<file path="src/rtl/exc_pkg.sv">
package exc_pkg;

   localparam int NREQ = 7;

   // request bit positions on exc_req
   localparam logic [2:0] REQ_RST  = 3'd0;
   localparam logic [2:0] REQ_UND  = 3'd1;
   localparam logic [2:0] REQ_SWI  = 3'd2;
   localparam logic [2:0] REQ_PABT = 3'd3;
   localparam logic [2:0] REQ_DABT = 3'd4;
   localparam logic [2:0] REQ_IRQ  = 3'd5;
   localparam logic [2:0] REQ_FIQ  = 3'd6;

   // service order, highest first, as request bit indices
   localparam int PRIO_ORDER [NREQ] = '{0, 4, 6, 5, 3, 1, 2};

   // mode field encodings
   localparam logic [4:0] MODE_USR = 5'b10000;
   localparam logic [4:0] MODE_FIQ = 5'b10001;
   localparam logic [4:0] MODE_IRQ = 5'b10010;
   localparam logic [4:0] MODE_SVC = 5'b10011;
   localparam logic [4:0] MODE_ABT = 5'b10111;
   localparam logic [4:0] MODE_UND = 5'b11011;
   localparam logic [4:0] MODE_SYS = 5'b11111;

   typedef struct packed {
      logic        n;
      logic        z;
      logic        c;
      logic        v;
      logic [19:0] rsvd;
      logic        i;
      logic        f;
      logic        t;
      logic [4:0]  mode;
   } psr_t;

   localparam psr_t PSR_RESET = '{n: 1'b0, z: 1'b0, c: 1'b0, v: 1'b0,
                                  rsvd: 20'd0, i: 1'b1, f: 1'b1,
                                  t: 1'b0, mode: MODE_SVC};

   typedef enum logic [1:0] {
      ST_IDLE   = 2'd0,
      ST_SAVE   = 2'd1,
      ST_LINK   = 2'd2,
      ST_RESUME = 2'd3
   } seq_state_e;

   function automatic logic [4:0] req_mode(input logic [2:0] idx);
      logic [4:0] m;
      case (idx)
         REQ_RST, REQ_SWI:   m = MODE_SVC;
         REQ_UND:            m = MODE_UND;
         REQ_PABT, REQ_DABT: m = MODE_ABT;
         REQ_IRQ:            m = MODE_IRQ;
         default:            m = MODE_FIQ;
      endcase
      return m;
   endfunction

   function automatic logic [2:0] req_slot(input logic [2:0] idx);
      return (idx >= REQ_IRQ) ? idx + 3'd1 : idx;
   endfunction

   function automatic logic req_sets_f(input logic [2:0] idx);
      return (idx == REQ_RST) || (idx == REQ_FIQ);
   endfunction

endpackage

</file>
<file path="src/rtl/exc_arbiter.sv">
module exc_arbiter
   import exc_pkg::*;
#(
   parameter int N = NREQ
) (
   input  logic [N-1:0] req,
   input  logic         irq_masked,
   input  logic         fiq_masked,
   output logic [N-1:0] grant,
   output logic [2:0]   sel,
   output logic         any
);

   logic [N-1:0] elig;
   logic [N:0]   seen;

   always_comb begin
      elig = req;
      elig[REQ_IRQ] = req[REQ_IRQ] & ~irq_masked;
      elig[REQ_FIQ] = req[REQ_FIQ] & ~fiq_masked;
   end

   assign seen[0] = 1'b0;

   for (genvar k = 0; k < N; k++) begin : g_rank
      localparam int IDX = PRIO_ORDER[k];
      assign grant[IDX]  = elig[IDX] & ~seen[k];
      assign seen[k+1]   = seen[k] | elig[IDX];
   end

   assign any = seen[N];

   always_comb begin
      sel = 3'd0;
      for (int k = 0; k < N; k++) begin
         if (grant[k]) sel = 3'(k);
      end
   end

endmodule

</file>
<file path="src/rtl/exc_vector_map.sv">
module exc_vector_map
   import exc_pkg::*;
#(
   parameter int            AW       = 32,
   parameter logic [AW-1:0] VEC_BASE = '0
) (
   input  logic [2:0]    kind,
   output logic [4:0]    mode,
   output logic          set_f,
   output logic [AW-1:0] vector
);

   localparam int PADW = AW - 5;

   logic [2:0] slot;

   always_comb begin
      slot   = req_slot(kind);
      mode   = req_mode(kind);
      set_f  = req_sets_f(kind);
      vector = VEC_BASE + {{PADW{1'b0}}, slot, 2'b00};
   end

endmodule

</file>
<file path="src/rtl/exc_status_reg.sv">
module exc_status_reg
   import exc_pkg::*;
(
   input  logic       clk,
   input  logic       rst_n,
   input  logic       enter_en,
   input  logic [4:0] enter_mode,
   input  logic       enter_setf,
   input  logic       restore_en,
   input  psr_t       restore_val,
   output psr_t       psr
);

   psr_t psr_q;
   psr_t psr_d;

   always_comb begin
      psr_d = psr_q;
      if (enter_en) begin
         psr_d.t    = 1'b0;
         psr_d.i    = 1'b1;
         psr_d.mode = enter_mode;
         if (enter_setf) psr_d.f = 1'b1;
      end else if (restore_en) begin
         psr_d      = restore_val;
         psr_d.rsvd = '0;
      end
   end

   always_ff @(posedge clk or negedge rst_n) begin
      if (!rst_n) psr_q <= PSR_RESET;
      else        psr_q <= psr_d;
   end

   assign psr = psr_q;

   p_entry_state_r6: assert property (@(posedge clk) disable iff (!rst_n)
      enter_en |=> (!psr_q.t && psr_q.i && psr_q.mode != MODE_SYS))
      else $error("entry left T set, I clear or system mode");

   p_entry_flags_r6: assert property (@(posedge clk) disable iff (!rst_n)
      enter_en |=> ({psr_q.n, psr_q.z, psr_q.c, psr_q.v} ==
                    $past({psr_q.n, psr_q.z, psr_q.c, psr_q.v})))
      else $error("entry disturbed the condition flags");

   p_entry_fkeep_r6: assert property (@(posedge clk) disable iff (!rst_n)
      (enter_en && !enter_setf) |=> (psr_q.f == $past(psr_q.f)))
      else $error("entry changed F for an exception that keeps it");

   p_restore_mode_r9: assert property (@(posedge clk) disable iff (!rst_n)
      (restore_en && !enter_en) |=> (psr_q.mode == $past(restore_val.mode)))
      else $error("return did not restore the mode field");

endmodule

</file>
<file path="src/rtl/exc_entry_ctrl.sv">
module exc_entry_ctrl
   import exc_pkg::*;
#(
   parameter int            AW       = 32,
   parameter logic [AW-1:0] VEC_BASE = '0
) (
   input  logic            clk,
   input  logic            rst_n,
   input  logic [6:0]      exc_req,
   input  logic            insn_done,
   input  logic            ret_req,
   input  logic [AW-1:0]   ret_addr,
   input  logic [31:0]     spsr_rdata,
   input  logic [AW-1:0]   lr_rdata,
   output logic [31:0]     psr_o,
   output logic            busy,
   output logic            spsr_we,
   output logic [4:0]      spsr_wmode,
   output logic [31:0]     spsr_wdata,
   output logic            lr_we,
   output logic [4:0]      lr_wmode,
   output logic [AW-1:0]   lr_wdata,
   output logic            pc_we,
   output logic [AW-1:0]   pc_wdata
);

   initial begin
      assert (AW >= 8 && AW <= 64) else $error("AW must lie in 8..64");
      assert (VEC_BASE[4:0] == 5'd0) else $error("VEC_BASE must be 32-byte aligned");
   end

   seq_state_e    state_q;
   logic [2:0]    kind_q;
   logic [AW-1:0] addr_q;

   psr_t          psr;
   logic [NREQ-1:0] grant;
   logic [2:0]    sel;
   logic          any_elig;
   logic          take;
   logic          ret_ok;
   logic          do_ret;
   logic [4:0]    tgt_mode;
   logic          tgt_setf;
   logic [AW-1:0] tgt_vec;
   logic          idle;

   exc_arbiter #(.N(NREQ)) u_arb (
      .req        (exc_req),
      .irq_masked (psr.i),
      .fiq_masked (psr.f),
      .grant      (grant),
      .sel        (sel),
      .any        (any_elig)
   );

   exc_vector_map #(.AW(AW), .VEC_BASE(VEC_BASE)) u_vec (
      .kind   (kind_q),
      .mode   (tgt_mode),
      .set_f  (tgt_setf),
      .vector (tgt_vec)
   );

   assign idle   = (state_q == ST_IDLE);
   assign take   = idle && any_elig && (grant[REQ_RST] || insn_done);
   assign ret_ok = !psr.t && (psr.mode != MODE_USR) && (psr.mode != MODE_SYS);
   assign do_ret = idle && !take && ret_req && ret_ok;

   exc_status_reg u_psr (
      .clk         (clk),
      .rst_n       (rst_n),
      .enter_en    (state_q == ST_SAVE),
      .enter_mode  (tgt_mode),
      .enter_setf  (tgt_setf),
      .restore_en  (do_ret),
      .restore_val (psr_t'(spsr_rdata)),
      .psr         (psr)
   );

   always_ff @(posedge clk or negedge rst_n) begin
      if (!rst_n) begin
         state_q <= ST_IDLE;
         kind_q  <= REQ_RST;
         addr_q  <= '0;
      end else begin
         case (state_q)
            ST_IDLE: begin
               if (take) begin
                  state_q <= ST_SAVE;
                  kind_q  <= sel;
                  addr_q  <= ret_addr;
               end else if (do_ret) begin
                  state_q <= ST_RESUME;
                  addr_q  <= lr_rdata;
               end
            end
            ST_SAVE:  state_q <= ST_LINK;
            default:  state_q <= ST_IDLE;
         endcase
      end
   end

   always_comb begin
      spsr_we    = (state_q == ST_SAVE);
      spsr_wmode = tgt_mode;
      spsr_wdata = psr;
      lr_we      = (state_q == ST_LINK);
      lr_wmode   = psr.mode;
      lr_wdata   = addr_q;
      pc_we      = (state_q == ST_LINK) || (state_q == ST_RESUME);
      pc_wdata   = (state_q == ST_LINK) ? tgt_vec : addr_q;
   end

   assign psr_o = psr;
   assign busy  = !idle;

   p_one_grant_r3: assert property (@(posedge clk) disable iff (!rst_n)
      $onehot0(grant))
      else $error("more than one request granted");

   p_done_gates_r2: assert property (@(posedge clk) disable iff (!rst_n)
      (!busy && !insn_done && !exc_req[REQ_RST]) |=> !spsr_we)
      else $error("entry started without a completed instruction");

   p_irq_masked_r4: assert property (@(posedge clk) disable iff (!rst_n)
      (!busy && psr_o[7] && exc_req == 7'b0100000) |=> !spsr_we)
      else $error("IRQ taken while masked");

   p_save_link_r7: assert property (@(posedge clk) disable iff (!rst_n)
      spsr_we |=> (lr_we && pc_we && lr_wmode == $past(spsr_wmode)))
      else $error("link and vector write did not follow the status save");

   p_strobe_busy_r8: assert property (@(posedge clk) disable iff (!rst_n)
      (spsr_we || lr_we || pc_we) |-> busy)
      else $error("write strobe outside a sequence");

   p_ret_blocked_r10: assert property (@(posedge clk) disable iff (!rst_n)
      (!busy && ret_req && psr_o[5]) |=> !pc_we)
      else $error("return honoured while T was set");

endmodule

</file>
<file path="config.mk">
export PLATFORM = sky130hd
export DESIGN_NAME = exc_entry_ctrl
export DESIGN_NICKNAME = d
export VERILOG_FILES = /design/src/rtl/exc_pkg.sv /design/src/rtl/exc_arbiter.sv /design/src/rtl/exc_vector_map.sv /design/src/rtl/exc_status_reg.sv /design/src/rtl/exc_entry_ctrl.sv
export SDC_FILE = /design/constraint.sdc
export NUM_CORES = 1
export LEC_CHECK = 0
export CORE_AREA = 2 2 97 99
export CTS_CLUSTER_SIZE = 30
export DETAILED_ROUTE_END_ITERATION = 12
export DIE_AREA = 0 0 99 101
export DONT_BUFFER_PORTS = 1
export GPL_TIMING_DRIVEN = 0
export MAX_ROUTING_LAYER = met4
export PLACE_DENSITY = 0.54
export SETUP_SLACK_MARGIN = 0.5
export SYNTH_ARGS = -nofsm -noshare
export SYNTH_HDL_FRONTEND = slang
export SYNTH_SLANG_ARGS = --single-unit
</file>
<file path="constraint.sdc">
create_clock -name clk -period 4.3 [get_ports clk]
set_input_delay 0.86 -clock clk [delete_from_list [all_inputs] [get_ports clk]]
set_output_delay 0.86 -clock clk [all_outputs]
set_load 0.05 [all_outputs]
</file>
; ---- Word level (Yosys, flattened, before mapping)
; Cells that the tools add are included.
; W data, S select, Z words.
[word_totals]
wordCells = 89
output_inout_bits = 142
ff_bits = 49
in_bits = 107
[classes]
n_lt_le_gt_ge = 1
n_bitwise = 23
n_eq_ne = 13
n_reduce_logical = 23
n_addsub = 1
n_mux = 17
[ops]
columns = cell, n
row1 = $mux W32, 3
row2 = $mux W3, 6
row3 = $mux W8, 2
row4 = $pmux W4 S4, 1
row5 = $ne A5 B5 Y1 const B, 2
row6 = $eq A3 B3 Y1 const B, 3
row7 = $not A1 Y1, 9
row8 = $and A1 B1 Y1, 8
row9 = $reduce_and A2 Y1, 4
row10 = $logic_and A1 B1 Y1, 7
row11 = $eq A3 B2 Y1 const B, 2
row12 = $or A1 B1 Y1, 6
row13 = $eq A2 B2 Y1 const B, 2
row14 = $mux W2, 2
row15 = $pmux W2 S2, 1
row16 = $reduce_bool A2 Y1, 2
row17 = $reduce_or A2 Y1, 2
row18 = $add A3 B1 Y3 const B, 1
row19 = $eq A3 B1 Y1 const B, 1
row20 = $ge A3 B3 Y1 const B, 1
row21 = $logic_not A1 Y1, 3
row22 = $logic_not A3 Y1, 1
row23 = $logic_or A1 B1 Y1, 3
row24 = $ne A3 B3 Y1 const B, 1
row25 = 4 further kinds, 5

; ---- Logic depth before layout (Yosys ltp)
; Gate-level depths: netlist of run 1.
[logic_depth]
word_depth = 16
depth_mapped = 7
mapped_depth_nobuf = 6

; ---- Hierarchy
; From an unflattened synthesis of run 1, not the netlist that was laid out.
[unflattened]
cells_unflattened = 339
area_unflattened_um2 = 3886.2
[by_module_without_submodules]
columns = mod, instances, area_each_um2, cells_each, seq_area_each_um2
row1 = exc_entry_ctrl, 1, 2641.3, 199, 925.9
row2 = exc_status_reg, 1, 681.9, 62, 306.5
row3 = exc_vector_map, 1, 422.9, 56, 0.0
row4 = exc_arbiter, 1, 140.1, 22, 0.0

; ---- Worst setup path after synthesis of run 1
; OpenSTA, ideal clock, no wires.
[synth_timing]
path_type = reg-to-output
start = reg kind_q[1]
end = out pc_wdata[4]
path_buffers = 0
slack_ns = 1.346
path_stages_with_launch = 6
t_arrival_ns = 2.094
required_time_ns = 3.440
cell_sequence = dfrtp_1 -> inv_1 -> ha_1 -> o31ai_1 -> nand2_1 -> o21ai_0
[synth_between]
elab_chain_len = 3
elab_cells_between_ends = 4
cone_classes = add/sub: 1 / order compare: 1 / mux: 2
[synth_rtl]
columns = item, line_no
row1 = "start, declared", exc_entry_ctrl.sv:33  ; logic [2:0] kind_q;
row2 = "start signal, assigned", exc_entry_ctrl.sv:90  ; kind_q <= sel;
row3 = $add A3 B1 Y3 / $ge A3 B3 Y1 (equally long branches), exc_pkg.sv:62  ; return (idx >= REQ_IRQ) ? idx + 3'd1 : idx;
row4 = $mux W3 (*), exc_pkg.sv:62
row5 = $mux W32 (*), exc_entry_ctrl.sv:111  ; pc_wdata = (state_q == ST_LINK) ? tgt_vec : addr_q;
row6 = "end, declared", exc_entry_ctrl.sv:24  ; output logic [AW-1:0] pc_wdata
; Every way passes the cells marked *; elsewhere a longest branch is shown, timed or not.

; ---- Worst setup path after layout of run 1
; Ends and elaborated chain as after synthesis.

==> out/metrics.yaml, run 1 <==
post_cts_resize_count: 0
grt_pass1_wl_microns: 12600
synth_area_leader_cell: "dfrtp_1"
clk_latency_ps: 300
path_class: "reg -> out"
hold_viol: 0
hold_path.class: "in -> async"
routed_wl_microns: 8560
design.core.area_sq_mm: 0.00898
synth_top_family_by_area: "simple AND/OR/NAND/NOR gates"
synthAdderAreaFrac_pct: 1.60
die_area_sq_mm: 0.0100
rrSetupSlack_ps: 1880
startpoint_type: "register"
start_util_pct: 34.8
first_pass_iters: 4
setup.worst_path.end_class: "output pin"
drt_iter0_drc: 55
wl_per_cell_microns: 16.1
htreeDepth: 2
cts_buffers: 5
status: "completed"
yosys_warnings: 0
setup_viol: 0
drtAntennaViolNets: 0
critPathMaxFanout: 6
finalCritPeriodShare_pct: 73.1
fmax_mhz: 318
synth.distinct_cells: 38
synthCells: 372
slew_headroom_pct: 33.2
fin_skew_ps: 8.48
worst_pin_slew_ps: 1000
synth_top_area_share_pct: 35.2
slew_violations: 0
synth-simple-area-share_pct: 20.2
diodes: 0
synth_xor_area_share_pct: 0
rows: 35
synthMuxAreaShare_pct: 2.64
cp.arrival_ps: 2280
cts_setup_buffers: 0
num_vias: 2494
tritoncts: "built"
vias_per_cell: 4.69
synth_area_leaders: "dfrtp_1 35%, buf_4 15%, a21oi_1 11%"
root_buffer: "clkbuf_8"
gr-total-overflow: 0
clock-sinks: 49
fin_tns_setup_ps: 0
die_x_microns: 99
final_nets: 531
antenna_found_initial: 0
dp_hpwl_microns: 6570
cts.clk_slew.worst_paths_ps: 100
crit_required_ps: 3440
drc: 0
die_h_microns: 101
grtUsageTotal_pct: 16.4
io_pins: 249
yosysSeqAreaShare_pct: 39.4
ys_ff_latch: 49
cts_hold_buf: 0
grt_max_degree: 50
port_buffers: 0
drv_cap: 0
clk_path_buf_depth: 2
grt_pass1_vias: 2445
rsz0062_at_grt: "no"
drive_gt1_share_pct: 22.8
routabilityCongestion: 0.779
synth_area_sq_mm: 0.00312
syn2layout_area_growth_pct: 13.2
syn_avg_cell_area_sq_um: 8.40
synth_compound_area_share_pct: 16.7
timing.final.crit_period_ps: 3140
## through the flow
| step | area [sq um] | setup slack (ps) | cells | util, % | hold WS, ps |
|---|---|---|---|---|---|
| after CTS | 3540 | 1130 | 532 | 39.4 | 228 |
| after detailed placement | 3420 | 1480 | 524 | 38.1 | 566 |
| after global placement | 3410 | 1120 | 522 | 38.0 | 566 |
| after floorplan | 3270 | 1350 | 411 | - | 541 |
| final | 3540 | 1160 | 532 | 39.4 | 244 |
| after global routing | 3540 | 956 | 532 | 39.4 | 218 |
## layer usage
metal | vias up | routed length [microns] | global-route usage [%]
met1 | 1133 | 3510 | 20.0
li1 | 1214 | - | -
met5 | - | 0 | -
met2 | 145 | 4180 | 27.2
met4 | 0 | 36 | 3.27
met3 | 2 | 838 | 4.99
## cell families (layout without fill, tap and decap cells)
| kind of cell | Yosys count | in the layout |
|---|---|---|
| adders and majority gates | 4 | 4 |
| muxes | 6 | 6 |
| DFF | 49 | 49 |
| buffers and inverters | 89 | 99 |
| and+or+nand+nor | 130 | 130 |
| AOI/OAI and AO/OA | 92 | 92 |
| other | 2 | 41 |
## worst max-delay path, stage by stage, from the launching register on
cell	delay (ps)
dfrtp_1	440
inv_1	140
ha_1	270
o31ai_1	260
nand2_1	100
o21ai_1	780
## state kept, by name, indices dropped and copies added (netlist names)
signal	flops
lr_wdata	32
u_psr.psr	12
kind_q	3
state_q	2
## area by class of cell
| type | count | area [sq um] |
|---|---|---|
| Buffer | 81 | 569 |
| Clock buffer | 7 | 86.3 |
| Inverter | 8 | 30.0 |
| Timing Repair Buffer | 2 | 11.3 |
| Sequential cell | 49 | 1230 |
| Multi-Input combinational cell | 273 | 1440 |
| Tap cell | 111 | 139 |
| Fill cell | 923 | 5440 |
| Clock inverter | 1 | 30.0 |
## path summary, 6_finish.rpt
kind / start / endpoint / depth (start not counted)
setup / recovery: kind_q[1] / pc_wdata[4] / 5
hold / removal: rst_n / state_q[0] / 0
setup reg to reg: u_psr.psr[0] / lr_wdata[21] / 6
hold reg to reg: u_psr.psr[7] / u_psr.psr[7] / 1
max in group asynchronous: rst_n / u_psr.psr[6] / 0
min in group clk: u_psr.psr[7] / u_psr.psr[7] / 1
## cells in the final DEF, fill, tap and decap left out, types with 2 or more instances in the layout
cell type,n
clkbuf_8,6
o22a_1,2
nor2_1,37
buf_4,65
or3_1,2
nand2b_1,2
dfrtp_1,44
mux2_2,2
ha_1,4
nor2b_1,4
dfstp_2,5
nor3_1,4
nand2_1,42
clkbuf_1,11
conb_1,41
o21ai_1,4
o21ai_0,6
mux2_4,4
a221o_1,4
buf_2,5
a21oi_1,68
inv_1,8
and2_1,32
## cell usage after synthesis
| cell | n |
|---|---|
| inv_1 | 8 |
| a21oi_2 | 1 |
| and2_1 | 32 |
| nand2b_1 | 2 |
| and3_1 | 1 |
| or4_1 | 1 |
| conb_1 | 2 |
| buf_2 | 5 |
| mux2_2 | 2 |
| o31ai_2 | 1 |
| o22a_1 | 2 |
| a22oi_1 | 1 |
| a21oi_1 | 68 |
| nor2b_1 | 4 |
| buf_6 | 1 |
| or3_1 | 2 |
| o31a_1 | 1 |
| nor3_2 | 1 |
| nand3b_1 | 1 |
| buf_4 | 64 |
| o2bb2ai_1 | 1 |
| clkbuf_1 | 10 |
| nor2_8 | 1 |
| ha_1 | 4 |
| dfrtp_1 | 44 |
| nand4_1 | 1 |
| mux2_4 | 4 |
| o21ai_0 | 10 |
| nor2_1 | 37 |
| a21boi_2 | 1 |
| o21a_1 | 1 |
| dfstp_2 | 5 |
| nor3_1 | 4 |
| or3_2 | 1 |
| a221o_1 | 4 |
| nand2_1 | 42 |
| buf_8 | 1 |
| o31ai_1 | 1 |
Power of run 1 is left out: the tool's default activity adds up to more than one toggle a clock period on the data nets, which glitch-free logic cannot reach.
==> inputs of run 2 (changes only) <==
Clock period 4.3 ns to 3.2 ns, I/O delays scaled along.
==> run 2 against run 1 <==
Net effect:
- register-to-register slack got worse by 1000 ps
- global-route usage increased by 0.31 points
- die area unchanged
- flip-flop and latch count unchanged
- hold slack got worse by 220 ps
==> out/metrics.yaml, run 2 (synthesis gave the netlist of run 1 again) <==
rows: 35
startpoint_type: "register"
wl_per_cell_microns: 16.2
drive_gt1_share_pct: 27.3
setup_viol: 0
rsz0062_at_grt: "yes"
grt_max_degree: 50
worst_pin_slew_ps: 921
cts_setup_buffers: 0
worstPathCellList: "inv_1, ha_1, nor2_1, nor3_1, a21oi_1, o21ai_2"
critPathMaxFanout: 6
die_x_microns: 99
die_area_sq_mm: 0.0100
cts.clk_slew.worst_paths_ps: 90
fin_skew_ps: 9.69
drc: 0
syn2layout_area_growth_pct: 14.3
tritoncts: "built"
cpMaxStageDelayCell: "o21ai_2"
root_buffer: "clkbuf_8"
slew_headroom_pct: 38.6
drt_iter0_drc: 68
clk_path_buf_depth: 2
final_nets: 532
first_pass_iters: 4
final_common_cell: "a21oi_1"
largest_reg_flops: 32
path_class: "reg -> out"
setup.worst_path.end_class: "output pin"
fmax_mhz: 390
drv_cap: 0
finalCritPeriodShare_pct: 80.1
dp_hpwl_microns: 6760
die_h_microns: 101
cts_buffers: 5
hold_viol: 0
grt_pass1_wl_microns: 12700
clock-sinks: 49
timing.final.crit_period_ps: 2560
io_pins: 249
fin_ws_ps: 637
grt_pass1_vias: 2457
cp.arrival_ps: 1920
antenna_found_initial: 0
diodes: 0
status: "completed"
routed_wl_microns: 8660
fillers: 916
gr-total-overflow: 0
final_cell_mix: "68 x a21oi_1, 65 x buf_4, 44 x dfrtp_1, 42 x nand2_1, 41 x conb_1"
grtUsageTotal_pct: 16.7
place_ws_ps: 650
start_util_pct: 34.8
port_buffers: 0
hold_path.class: "in -> async"
max_stage_delay_ps: 490
routabilityCongestion: 0.819
clk_latency_ps: 300
fin_tns_setup_ps: 0
slew_violations: 0
num_vias: 2513
htreeDepth: 2
drtAntennaViolNets: 0
vias_per_cell: 4.71
crit_required_ps: 2560
design.core.area_sq_mm: 0.00898
-- run 2: cell count changes in the layout (fill, tap and decap cells not counted), sizes merged --
cell         change
bufinv           -1
dlygate4sd3      +1
clkbuf           +1
-- run 2: critical path: cells and delay by family, from the launching register on --
family,cells,cell delay (ps)
AO/OA/AOI/OAI,2,570
flip-flops,1,440
adder cells (fa/ha/maj),1,260
AND/OR/NAND/NOR,2,200
buffers and inverters,1,150
-- run 2: area by class of cell --
type	count	area, sq um	area share (%)
well taps	111	139	3.89
inverters	8	30.0	0.841
flip-flops and latches	49	1230	34.5
repair buffers	3	21.3	0.596
multi-input cells	273	1490	41.6
clock buffers	8	90.1	2.52
plain buffers	81	571	16.0
-- run 2: path summary, 6_finish.rpt --
check                         startpoint      endpoint  slack (ps)  cells past startpoint
min reg2reg                 u_psr.psr[6]  u_psr.psr[6]         600                      2
min                                rst_n    state_q[1]          30                      0
max in group asynchronous          rst_n  u_psr.psr[5]        2230                      1
max                            kind_q[1]   pc_wdata[2]         640                      6
min in group clk           spsr_rdata[4]  u_psr.psr[4]         470                      1
max reg2reg                 u_psr.psr[0]  lr_wdata[21]         850                      6
-- run 2: per-stage QoR --
stage / area [sq um] / instances / util (%) / hold WS, ps
CTS: 3520 / 532 / 39.2 / 10.2
global placement: 3410 / 522 / 38.0 / 346
detailed placement: 3420 / 524 / 38.1 / 346
global route: 3570 / 533 / 39.8 / 1.36
floorplan: 3270 / 411 / - / 344
finish: 3570 / 533 / 39.8 / 26.5
-- run 2: per-layer routing --
| layer | vias to the layer above | GRT usage, % | share of wire (%) |
|---|---|---|---|
| met5 | - | - | 0 |
| met4 | 0 | 4.64 | 1.6 |
| met3 | 10 | 5.27 | 9.5 |
| met2 | 140 | 28.9 | 51 |
| met1 | 1148 | 18.8 | 38 |
| li1 | 1215 | - | - |
-- run 2: timing repair --
action                                  4_1_cts  5_1_grt
gates cloned                                  0        0
resized for setup                             3       19
endpoints found under the hold margin         0        7
endpoints found under the setup margin        6       18
hold buffers                                  0        1
Power of run 2 is left out for the same reason.
